==> src/rtl/nrx_pkg.sv <==
package nrx_pkg;

  localparam int unsigned WORD_MAX = 9;

  typedef enum logic [1:0] {
    RX_IDLE  = 2'd0,
    RX_START = 2'd1,
    RX_DATA  = 2'd2,
    RX_STOP  = 2'd3
  } rx_phase_e;

  typedef struct packed {
    logic [WORD_MAX-1:0] bits;
    logic                wide;
    logic                stop_ok;
  } rx_char_t;

endpackage

==> src/rtl/nrx_sync.sv <==
module nrx_sync #(
  parameter int unsigned STAGES  = 2,
  parameter logic        RST_VAL = 1'b1
) (
  input  logic clk_i,
  input  logic rst_ni,
  input  logic d_i,
  output logic q_o
);

  logic [STAGES-1:0] chain_q;
  logic [STAGES-1:0] chain_d;

  for (genvar i = 0; i < STAGES; i++) begin : g_stage
    if (i == 0) begin : g_first
      assign chain_d[i] = d_i;
    end else begin : g_next
      assign chain_d[i] = chain_q[i-1];
    end
  end

  always_ff @(posedge clk_i or negedge rst_ni) begin
    if (!rst_ni) chain_q <= {STAGES{RST_VAL}};
    else         chain_q <= chain_d;
  end

  assign q_o = chain_q[STAGES-1];

endmodule

==> src/rtl/nrx_bit_engine.sv <==
module nrx_bit_engine
  import nrx_pkg::*;
#(
  parameter int unsigned OVS = 16
) (
  input  logic     clk_i,
  input  logic     rst_ni,
  input  logic     tick_i,
  input  logic     rx_i,
  input  logic     len9_i,
  output logic     done_o,
  output rx_char_t char_o
);

  localparam int unsigned CW   = $clog2(OVS);
  localparam int unsigned SMID = OVS / 2;
  localparam int unsigned SLO  = SMID - 1;
  localparam int unsigned SHI  = SMID + 1;
  localparam int unsigned IW   = $clog2(WORD_MAX + 1);

  rx_phase_e           phase_q, phase_d;
  logic [CW-1:0]       cnt_q, cnt_d;
  logic                v_lo_q, v_lo_d;
  logic                v_mid_q, v_mid_d;
  logic [WORD_MAX-1:0] word_q, word_d;
  logic [IW-1:0]       idx_q, idx_d;
  logic                wide_q, wide_d;

  logic          maj;
  logic          at_end;
  logic [IW-1:0] last_idx;

  assign maj      = (v_lo_q & v_mid_q) | (v_lo_q & rx_i) | (v_mid_q & rx_i);
  assign at_end   = (cnt_q == CW'(OVS - 1));
  assign last_idx = wide_q ? IW'(WORD_MAX - 1) : IW'(WORD_MAX - 2);

  always_comb begin
    phase_d = phase_q;
    cnt_d   = cnt_q;
    v_lo_d  = v_lo_q;
    v_mid_d = v_mid_q;
    word_d  = word_q;
    idx_d   = idx_q;
    wide_d  = wide_q;
    done_o  = 1'b0;
    if (tick_i) begin
      if (phase_q == RX_IDLE) begin
        if (!rx_i) begin
          phase_d = RX_START;
          cnt_d   = CW'(1);
          word_d  = '0;
          idx_d   = '0;
          wide_d  = len9_i;
        end
      end else begin
        cnt_d = at_end ? '0 : cnt_q + CW'(1);
        if (cnt_q == CW'(SLO))  v_lo_d  = rx_i;
        if (cnt_q == CW'(SMID)) v_mid_d = rx_i;
        case (phase_q)
          RX_START: begin
            if (cnt_q == CW'(SHI) && maj) phase_d = RX_IDLE;
            else if (at_end)              phase_d = RX_DATA;
          end
          RX_DATA: begin
            if (cnt_q == CW'(SHI)) word_d[idx_q] = maj;
            if (at_end) begin
              if (idx_q == last_idx) phase_d = RX_STOP;
              else                   idx_d   = idx_q + IW'(1);
            end
          end
          RX_STOP: begin
            if (cnt_q == CW'(SHI)) begin
              done_o  = 1'b1;
              phase_d = RX_IDLE;
            end
          end
          default: phase_d = RX_IDLE;
        endcase
      end
    end
  end

  always_ff @(posedge clk_i or negedge rst_ni) begin
    if (!rst_ni) begin
      phase_q <= RX_IDLE;
      cnt_q   <= '0;
      v_lo_q  <= 1'b1;
      v_mid_q <= 1'b1;
      word_q  <= '0;
      idx_q   <= '0;
      wide_q  <= 1'b0;
    end else begin
      phase_q <= phase_d;
      cnt_q   <= cnt_d;
      v_lo_q  <= v_lo_d;
      v_mid_q <= v_mid_d;
      word_q  <= word_d;
      idx_q   <= idx_d;
      wide_q  <= wide_d;
    end
  end

  assign char_o = {word_q, wide_q, maj};

  p_hold_without_tick_r1: assert property (@(posedge clk_i) disable iff (!rst_ni)
    !tick_i |=> ($stable(phase_q) && $stable(cnt_q)));

  p_false_start_r2: assert property (@(posedge clk_i) disable iff (!rst_ni)
    (tick_i && phase_q == RX_START && cnt_q == CW'(SHI) && v_lo_q && v_mid_q)
      |=> (phase_q == RX_IDLE));

endmodule

==> src/rtl/nrx_mute_ctrl.sv <==
module nrx_mute_ctrl #(
  parameter int unsigned AW = 4
) (
  input  logic          clk_i,
  input  logic          rst_ni,
  input  logic          done_i,
  input  logic          stop_ok_i,
  input  logic          msb_i,
  input  logic [AW-1:0] field_i,
  input  logic [AW-1:0] node_addr_i,
  input  logic          mute_en_i,
  input  logic          mute_req_i,
  output logic          muted_o,
  output logic          accept_o
);

  logic muted_q, muted_d;
  logic good, is_addr, hit;

  assign good    = done_i & stop_ok_i;
  assign is_addr = mute_en_i & msb_i;
  assign hit     = (field_i == node_addr_i);

  always_comb begin
    accept_o = good && (is_addr ? hit : !muted_q);
    muted_d  = muted_q;
    if (!mute_en_i) begin
      muted_d = 1'b0;
    end else begin
      if (mute_req_i)      muted_d = 1'b1;
      if (good && is_addr) muted_d = !hit;
    end
  end

  always_ff @(posedge clk_i or negedge rst_ni) begin
    if (!rst_ni) muted_q <= 1'b0;
    else         muted_q <= muted_d;
  end

  assign muted_o = muted_q;

  p_match_unmutes_r9: assert property (@(posedge clk_i) disable iff (!rst_ni)
    (good && is_addr && hit) |=> !muted_o);

  p_foreign_mutes_r10: assert property (@(posedge clk_i) disable iff (!rst_ni)
    (good && is_addr && !hit) |=> muted_o);

  p_muted_discard_r8: assert property (@(posedge clk_i) disable iff (!rst_ni)
    (done_i && muted_q && !(is_addr && hit)) |-> !accept_o);

  p_disable_unmutes_r11: assert property (@(posedge clk_i) disable iff (!rst_ni)
    !mute_en_i |=> !muted_o);

endmodule

==> src/rtl/mcast_uart_rx.sv <==
module mcast_uart_rx
  import nrx_pkg::*;
#(
  parameter int unsigned OVS         = 16,
  parameter int unsigned SYNC_STAGES = 2,
  parameter int unsigned AW          = 4
) (
  input  logic                clk_i,
  input  logic                rst_ni,
  input  logic                rx_i,
  input  logic                tick_i,
  input  logic                len9_i,
  input  logic [AW-1:0]       node_addr_i,
  input  logic                mute_en_i,
  input  logic                mute_req_i,
  input  logic                rd_i,
  output logic [WORD_MAX-1:0] data_o,
  output logic                rxne_o,
  output logic                muted_o,
  output logic                ferr_o
);

  logic     rx_s;
  logic     done;
  rx_char_t chr;
  logic     msb;
  logic     accept;

  logic [WORD_MAX-1:0] data_q, data_d;
  logic                rxne_q, rxne_d;
  logic                ferr_q, ferr_d;

  nrx_sync #(.STAGES(SYNC_STAGES), .RST_VAL(1'b1)) u_sync (
    .clk_i (clk_i),
    .rst_ni(rst_ni),
    .d_i   (rx_i),
    .q_o   (rx_s)
  );

  nrx_bit_engine #(.OVS(OVS)) u_engine (
    .clk_i (clk_i),
    .rst_ni(rst_ni),
    .tick_i(tick_i),
    .rx_i  (rx_s),
    .len9_i(len9_i),
    .done_o(done),
    .char_o(chr)
  );

  assign msb = chr.wide ? chr.bits[WORD_MAX-1] : chr.bits[WORD_MAX-2];

  nrx_mute_ctrl #(.AW(AW)) u_mute (
    .clk_i      (clk_i),
    .rst_ni     (rst_ni),
    .done_i     (done),
    .stop_ok_i  (chr.stop_ok),
    .msb_i      (msb),
    .field_i    (chr.bits[AW-1:0]),
    .node_addr_i(node_addr_i),
    .mute_en_i  (mute_en_i),
    .mute_req_i (mute_req_i),
    .muted_o    (muted_o),
    .accept_o   (accept)
  );

  always_comb begin
    data_d = data_q;
    rxne_d = rxne_q;
    ferr_d = ferr_q;
    if (rd_i) begin
      rxne_d = 1'b0;
      ferr_d = 1'b0;
    end
    if (accept) begin
      data_d = chr.bits;
      rxne_d = 1'b1;
    end
    if (done && !chr.stop_ok) ferr_d = 1'b1;
  end

  always_ff @(posedge clk_i or negedge rst_ni) begin
    if (!rst_ni) begin
      data_q <= '0;
      rxne_q <= 1'b0;
      ferr_q <= 1'b0;
    end else begin
      data_q <= data_d;
      rxne_q <= rxne_d;
      ferr_q <= ferr_d;
    end
  end

  assign data_o = data_q;
  assign rxne_o = rxne_q;
  assign ferr_o = ferr_q;

  p_set_beats_read_r6: assert property (@(posedge clk_i) disable iff (!rst_ni)
    accept |=> (rxne_o && data_o == $past(chr.bits)));

  p_read_clears_r6: assert property (@(posedge clk_i) disable iff (!rst_ni)
    (rd_i && !accept) |=> !rxne_o);

  p_bad_stop_r5: assert property (@(posedge clk_i) disable iff (!rst_ni)
    (done && !chr.stop_ok) |=> (ferr_o && $stable(data_o) && $stable(muted_o)));

  p_hold_data_r8: assert property (@(posedge clk_i) disable iff (!rst_ni)
    !accept |=> $stable(data_o));

endmodule

==> config.mk <==
export PLATFORM = sky130hd
export DESIGN_NAME = mcast_uart_rx
export DESIGN_NICKNAME = d
export VERILOG_FILES = /design/src/rtl/nrx_pkg.sv /design/src/rtl/nrx_sync.sv /design/src/rtl/nrx_bit_engine.sv /design/src/rtl/nrx_mute_ctrl.sv /design/src/rtl/mcast_uart_rx.sv
export SDC_FILE = /design/constraint.sdc
export NUM_CORES = 1
export LEC_CHECK = 0
export BUFFER_PORTS_ARGS = -buffer_cell sky130_fd_sc_hd__buf_2
export CAP_MARGIN = 20
export CORE_MARGIN = 4
export CORE_UTILIZATION = 52
export DETAILED_ROUTE_END_ITERATION = 7
export GPL_ROUTABILITY_DRIVEN = 0
export PLACE_DENSITY = 0.72
export SLEW_MARGIN = 20
export SYNTH_ARGS = -nofsm -noshare
export SYNTH_HDL_FRONTEND = slang
export SYNTH_SLANG_ARGS = --single-unit
==> constraint.sdc <==
create_clock -name clk_i -period 3.5 [get_ports clk_i]
set_input_delay 0.175 -clock clk_i [delete_from_list [all_inputs] [get_ports clk_i]]
set_output_delay 0.175 -clock clk_i [all_outputs]
set_load 0.005 [all_outputs]
After elaboration in Yosys (flattened, before gate mapping)
Cells that the tools add are included.

storage, ports and cells
  register bits = 36
  latch bits = 0
  bits in writable memories = 0
  ROM bits = 0
  input port bits = 12
  output and inout port bits = 12
  word-level logic and storage cells = 98
  memories kept = 0

cells by class
  add/sub/neg operators = 2
  multiply operators = 0
  divide/modulo/power cells = 0
  magnitude comparators = 2
  equality and inequality tests = 16
  shifts and indexed selects = 0
  mux-type cells = 36
  bitwise logic cells = 9
  reductions and logical operators = 21

operator list
  operator                                                                  number
  4-bit 2-to-1 mux                                                          9
  9-bit 2-to-1 mux                                                          4
  2-bit 2-to-1 mux                                                          7
  1-bit 2-to-1 mux                                                          13
  4-bit == test (second input constant)                                     3
  3-bit by 1-bit inequality test with 1-bit output (second input constant)  4
  2-bit nonzero test                                                        5
  9-bit bitwise mux                                                         1
  3-bit AND reduction                                                       3
  4-bit by 1-bit adder with 4-bit output (second input constant)            2
  4-bit == test                                                             2
  2-bit one-hot mux with 3 select lines                                     1
  6-bit AND reduction                                                       1
  1-bit bitwise AND                                                         5
  1-bit logical AND                                                         5
  4-bit by 5-bit < comparator with 1-bit output (second input constant)     1
  5-bit AND reduction                                                       1
  1-bit demux with 4-bit select                                             1
  2-bit == test (second input constant)                                     2
  4-bit by 3-bit == test with 1-bit output (second input constant)          1
  4-bit by 1-bit >= comparator with 1-bit output (second input constant)    1
  4-bit by 1-bit inequality test with 1-bit output (second input constant)  1
  4-bit AND reduction                                                       1
  1-bit logical NOT                                                         3
  other kinds (7)                                                           9

Longest topological paths before layout
Gate-level depths: netlist (run 1).

  depth after elaboration = 9
  gate-level depth with buffers = 8

By module
Synthesis (run 1) repeated with hierarchy kept, for this count alone.

unflattened totals
  cell total of the unflattened synthesis = 193
  area, all modules = 2077.0 um2

modules (own cells, without submodules)
  module          instances  cells each  area each (um2)  sequential area each (um2)
  nrx_bit_engine  1          153         1457.6           553.0
  mcast_uart_rx   1          26          457.9            275.3
  nrx_mute_ctrl   1          12          108.9            25.0
  nrx_sync        1          2           52.6             52.6

Least setup slack after synthesis (run 1)
No wires, ideal clock.

  path kind = register -> register
  from = register u_engine.phase_q[0]
  to = register data_q[0] (netlist: data_o[0])
  data arrival time = 1589 ps
  required time = 3375 ps
  slack = 1786 ps
  cell stages (with the launch flop) = 9
  buffers on the path = 1
  cells stage by stage = dfrtp_1 -> inv_1 -> ha_1 -> nor2b_1 -> buf_2 -> nand3_2 -> nor2_4 -> o21ai_4 -> mux2_4

on the way
  cells in the longest elaborated chain, start to end = 6
  elaborated cells on any way between the ends = 7
  those cells by class = 1 x eq/ne; 3 x mux; 1 x bitwise; 2 x reduce/logical

ends and longest elaborated chain
  element                   line                  RTL
  start: declaration        nrx_bit_engine.sv:21  rx_phase_e phase_q, phase_d;
  start signal: assignment  nrx_bit_engine.sv:93  phase_q <= phase_d;
  2-bit == test             nrx_bit_engine.sv:59  case (phase_q)
  1-bit 2-to-1 mux          nrx_bit_engine.sv:59
  1-bit 2-to-1 mux *        nrx_bit_engine.sv:47  if (phase_q == RX_IDLE) begin
  1-bit 2-to-1 mux *        nrx_bit_engine.sv:46  if (tick_i) begin
  1-bit bitwise AND *       nrx_mute_ctrl.sv:20   assign good = done_i & stop_ok_i;
  1-bit logical AND *       nrx_mute_ctrl.sv:25   accept_o = good && (is_addr ? hit : !muted_q);
  end signal: assignment    mcast_uart_rx.sv:87   data_q <= data_d;
  end: declaration          mcast_uart_rx.sv:29   logic [WORD_MAX-1:0] data_q, data_d;

Every way passes the cells marked *; elsewhere a longest branch is shown, timed or not.
A chain may end at the register's enable or synchronous reset.

Final worst setup path (run 1)
  from = register u_engine.phase_q[0]
  to = register data_q[2] (netlist: data_o[2])

Same word-level chain as after synthesis.

==> results of run 1 <==
## state kept, by name (all words and copies together) (netlist names)
register          count
rxne_o                1
u_mute.muted_o        1
data_o                9
u_engine.v_lo_q       1
ferr_o                1
u_engine.v_mid_q      1
u_engine.phase_q      2
u_engine.idx_q        4
u_engine.cnt_q        4
u_sync.chain_q        2
u_engine.wide_q       1
u_engine.word_q       9
## kinds of logic (layout without fill, tap and decap cells)
logic type	Yosys count	after routing	share of synthesized area (%)
AO/OA/AOI/OAI	46	46	16.2
adder cells (fa/ha/maj)	12	12	7.18
buffers and inverters	15	44	3.28
flip-flops	36	36	44.0
multiplexers	16	16	10.5
XOR/XNOR	4	4	1.70
AND/OR/NAND/NOR	64	64	17.1
## worst paths after layout
check / start / end / cells past startpoint
setup / recovery: u_engine.phase_q[0]$_DFFE_PN0P_ / data_o[2]$_DFFE_PN0P_ / 7
hold / removal: rd_i / rxne_o$_DFFE_PN0P_ / 2
setup reg to reg: u_engine.phase_q[0]$_DFFE_PN0P_ / data_o[2]$_DFFE_PN0P_ / 7
hold reg to reg: u_sync.chain_q[0]$_DFF_PN1_ / u_sync.chain_q[1]$_DFF_PN1_ / 0
max in group asynchronous: rst_ni / u_engine.wide_q$_DFFE_PN0P_ / 2
min in group asynchronous: rst_ni / u_engine.idx_q[2]$_DFFE_PN0P_ / 2
## metrics by stage
step	setup WS, ns	power, mW	hold slack, ns	cells	instance area [um^2]
finish	1.26	1.38	0.0943	270	2340
global route	1.12	1.47	0.0874	270	2340
CTS	1.24	1.38	0.0869	270	2340
detailed placement	1.30	1.01	0.286	260	2210
global placement	1.39	0.976	0.284	260	2210
floorplan	1.79	0.912	-0.121	193	2060
## per-layer routing
metal  vias up  track usage [%]  wire (um)
met1       761             23.9       1870
li1        743                -          -
met3        10             5.26        265
met4         0             6.47         80
met5         -                0          0
met2        59             29.9       2030
## layout make-up
| type | instances | share of cell area (%) |
|---|---|---|
| clock buffer | 5 | 2.94 |
| inverter | 10 | 1.60 |
| multi-input combinational | 142 | 46.3 |
| timing repair buffer | 26 | 6.09 |
| clock inverter | 3 | 1.82 |
| tap | 48 | 2.57 |
| sequential | 36 | 38.7 |
## power groups by stage
stage,Combinational [mW],Clock (mW),Sequential [mW]
floorplan,0.352,0,0.560
global placement,0.389,0,0.587
detailed placement,0.411,0,0.596
CTS,0.418,0.374,0.591
global route,0.469,0.392,0.605
finish,0.419,0.367,0.590
## cells in the final DEF (no fill, tap or decap), types with 5 or more instances in the layout
cell type and count:
o21ai_1 10, o21ai_0 5, mux2_4 10, buf_2 23
dfrtp_1 32, a22oi_1 10, inv_1 10, ha_1 11
clkbuf_8 5, nor2_1 11, nand2_1 26
==> flow_summary.yaml, run 1 <==
outcome:
  status: "finished clean"
logic_synthesis:
  yosysWarnings: 0
  synth_edf_count: 0
  syn_area_um2: 2060
  async_flop_share_pct: 100
  synth-main-ff-cell: "dfrtp_1"
  synth_seq_cells: 36
  synth_top_area_share_pct: 38.9
  synth_nets: 216
  synth_cells: 193
  synth_seq_area_share_pct: 44.0
  synth_area_leaders: "dfrtp_1, mux2_4, ha_1, dfstp_2, nand2_1"
  yosysMostFrequentCell: "dfrtp_1"
  yosysUniqueCellTypes: 49
  synth.avg_cell_area_um2: 10.7
  yosys-top-cells-count: "dfrtp_1, nand2_1, ha_1, nor2_1"
  synth_top_area_cell: "dfrtp_1"
layout:
  ff_latch_area_um2: 906
  post-route-util_pct: 62.5
  syn_to_final_growth_pct: 13.8
  drive_gt1_share_pct: 27.9
  multi_input_area_um2: 1080
  nFillCells: 317
  insertedDiodeCount: 0
  nNetsFinal: 244
power_and_ir_drop:
  p_comb_share_pct: 30.4
  p_sw_mw: 0.489
  p_int_mw: 0.886
  power_switching_share_pct: 35.6
  ir_drop_v: 0.000338
  power_frac_seq_pct: 42.9
  power.share.clock_pct: 26.7
  power_density_nw_per_um2: 588
  leakagePower_nw: 1.09
sta:
  drv_slew: 0
  worst_slew_pin_slew_ns: 0.775
  slew_headroom_pct: 48.4
  setup_violations: 0
  fmax_mhz: 446
  finalCriticalPeriod_ns: 2.24
  finalClockSkew_ns: 0.0122
  hold_violations: 0
  setup_tns_ns: 0
  rsz0062_at_grt: "no"
  timing.final.crit_share_pct: 64.0
drt:
  routed_wl_um: 4240
  wl_per_cell_um: 15.7
  firstDrtPassIters: 4
  drc: 0
  dr.first_iter.drc_count: 74
  final_antenna_net_count: 0
  via_per_inst: 5.83
  vias: 1573
floorplan:
  die-area_um2: 5030
  die_h_um: 70.9
  core_area_um2: 3740
  pin_count: 24
  rows: 22
  chipWidth_um: 70.9
  start_util_pct: 54.9
clocking:
  clk_latency_ns: 0.30
  numCtsBuffers: 5
  clock-root-buffer: "clkbuf_8"
  cts_tree: "yes"
  clkTransAtPathRegs_ns: 0.07
  cts_resized: 0
  htree_levels: 2
  ctsHoldBuffers: 2
  clock_sinks: 36
  clock_path_buffers: 2
  post-cts-setup-buffers: 0
worst_hold_path:
  hp-class: "in2reg"
global_routing:
  antenna_found_initial: 0
  grt_pass1_wl_um: 7410
  overflow: 0
  grt_pass1_vias: 1576
  gr-usage-all-layers_pct: 18.5
  grt_start_max_net_pins: 37
setup_path:
  r2r_slack_ns: 1.26
  cpPeakStageDelay_ns: 0.48
  path_class: "reg2reg"
  path_buf_inv: 1
  crit_path_end_kind: "flop"
  path_cells: "inv_1, ha_1, nor2b_1, nand3_2, nor2_4, o21ai_4, mux2_4"
  crit_family: "simple AND/OR/NAND/NOR gates"
  worstPathArrival_ns: 2.42
  path_max_fanout: 16
  start_kind: "flop"
  critPathSlowestCell: "nor2b_1"
  crit_required_ns: 3.68
place:
  io_buffer_count: 23
  hpwl_um: 3090
run:
  maxCapViolCount: 0
Power figures use the tool's default switching activity.
==> run 2, diff against run 1 <==
- PLACE_DENSITY: 0.72 -> 0.75
- clock period: 3.5 -> 1.85 ns (I/O delays scaled with it)
==> run 2 against run 1 <==
  * Global-route usage down 0.84 points
  * Flip-flop and latch count stayed put
  * Via count is 4.6% lower
  * Combinational power is 100% higher
  * Critical path depth is 2 lower
  * Sequential power increased by 86%
  * Clock power is 69% higher
  * Critical path type unchanged
  * Critical endpoint is now data_o[0]$_DFFE_PN0P_
  * Largest cell class unchanged
==> flow_summary.yaml, run 2 (synthesis gave the netlist of run 1 again) <==
setup_path:
  path_class: "reg2reg"
  crit_path_end_kind: "flop"
  worstPathArrival_ns: 1.92
  start_kind: "flop"
  crit_required_ns: 2.03
  path_max_fanout: 10
sta:
  hold_violations: 0
  setup_violations: 0
  whs_ns: 0.0366
  fmax_mhz: 575
  slew_headroom_pct: 48.7
  finalCriticalPeriod_ns: 1.74
  timing.final.crit_share_pct: 94.1
  setup_tns_ns: 0
  finalClockSkew_ns: 0.00857
  rsz0062_at_grt: "yes"
  worst_slew_pin_slew_ns: 0.770
  drv_slew: 0
power_and_ir_drop:
  ir_drop_v: 0.000593
  power_frac_seq_pct: 42.9
  power_switching_share_pct: 35.2
  power.share.clock_pct: 24.1
  leakagePower_nw: 1.10
  p_sw_mw: 0.904
  p_comb_share_pct: 33.0
  power_density_nw_per_um2: 1080
  p_int_mw: 1.67
floorplan:
  rows: 22
  die-area_um2: 5030
  die_h_um: 70.9
  core_area_um2: 3740
  chipWidth_um: 70.9
  start_util_pct: 54.9
  pin_count: 24
run:
  maxCapViolCount: 0
clocking:
  clk_latency_ns: 0.30
  htree_levels: 2
  clock_sinks: 36
  clkTransAtPathRegs_ns: 0.07
  post-cts-setup-buffers: 0
  clock-root-buffer: "clkbuf_8"
  numCtsBuffers: 5
  clock_path_buffers: 2
  cts_tree: "yes"
global_routing:
  antenna_found_initial: 0
  grt_start_max_net_pins: 37
  grt_pass1_vias: 1425
  gr-usage-all-layers_pct: 17.7
  overflow: 0
  grt_pass1_wl_um: 6910
worst_hold_path:
  hp-class: "in2reg"
drt:
  firstDrtPassIters: 4
  vias: 1501
  via_per_inst: 5.48
  drc: 0
  dr.first_iter.drc_count: 50
  final_antenna_net_count: 0
  routed_wl_um: 3900
  wl_per_cell_um: 14.2
layout:
  nNetsFinal: 248
  insertedDiodeCount: 0
  stdcell_count: 274
  syn_to_final_growth_pct: 15.6
  nFillCells: 316
  drive_gt1_share_pct: 29.6
  final_cell_mix: "dfrtp_1, nand2_1, buf_2"
  layout_commonest_cell: "dfrtp_1"
place:
  dp_cells: 263
  io_buffer_count: 23
  hpwl_um: 2840
outcome:
  status: "finished clean"
==> run 2: changes by cell type in the layout (fill, tap and decap cells not counted), sizes merged <==
cell         before  now
clkinv            1    0
clkinvlp          1    0
dlygate4sd3       2    3
clkbuf            5    8
bufinv            1    0
buf              24   27
==> run 2: layout make-up <==
class | count | area, um^2 | share of cell area (%)
tap | 48 | 60.1 | 2.52
clock buffer | 8 | 100 | 4.21
multi-input combinational | 142 | 1100 | 46.2
sequential | 36 | 906 | 38.1
inverter | 10 | 37.5 | 1.58
timing repair buffer | 30 | 175 | 7.36
==> run 2: final timing paths <==
path / start / end / slack, ns / cells after the start
worst max-delay path: u_engine.wide_q$_DFFE_PN0P_ / data_o[0]$_DFFE_PN0P_ / 0.11 / 5
worst min-delay path: len9_i / u_engine.wide_q$_DFFE_PN0P_ / 0.04 / 2
worst max register to register: u_engine.wide_q$_DFFE_PN0P_ / data_o[0]$_DFFE_PN0P_ / 0.11 / 5
worst min register to register: u_sync.chain_q[0]$_DFF_PN1_ / u_sync.chain_q[1]$_DFF_PN1_ / 0.36 / 0
max in group asynchronous: rst_ni / u_engine.word_q[4]$_DFFE_PN0P_ / 0.95 / 2
min in group asynchronous: rst_ni / u_engine.word_q[0]$_DFFE_PN0P_ / 0.41 / 2
==> run 2: what timing repair did <==
action / CTS / global route
endpoints found under the setup margin: 0 / 25
hold buffers: 3 / 0
resized for setup: 0 / 4
hold endpoints to repair: 35 / 0
==> run 2: power by group through the flow <==
stage,Combinational (mW),Sequential [mW],Clock (mW)
2_1_floorplan,0.665,1.06,0
3_3_place_gp,0.818,1.11,0
3_5_place_dp,0.827,1.12,0
4_1_cts,0.834,1.10,0.635
5_1_grt,0.956,1.13,0.671
6_report,0.848,1.10,0.619
==> run 2: metal layers <==
metal	vias up	wire length (um)	track usage (%)
met5	-	0	0
met1	706	1950	24.8
met2	36	1640	24.9
li1	754	-	-
met4	0	61	6.26
met3	5	246	6.82
==> run 2: critical path, cell delays in order, from the launching register on <==
cell,delay [ns]
dfrtp_1,0.44
mux2_4,0.33
nand2_2,0.09
nor2_2,0.05
o21ai_4,0.37
mux2_4,0.34
==> run 2: through the flow <==
step / power, mW / worst slack (ns) / instance area, um^2 / utilization, %
5_1_grt: 2.76 / -0.0592 / 2380 / 63.5
2_1_floorplan: 1.73 / 0.136 / 2060 / -
4_1_cts: 2.57 / 0.00987 / 2360 / 63.1
3_3_place_gp: 1.93 / 0.0822 / 2230 / 59.6
3_5_place_dp: 1.95 / 0.0272 / 2230 / 59.6
6_report: 2.57 / 0.110 / 2380 / 63.5
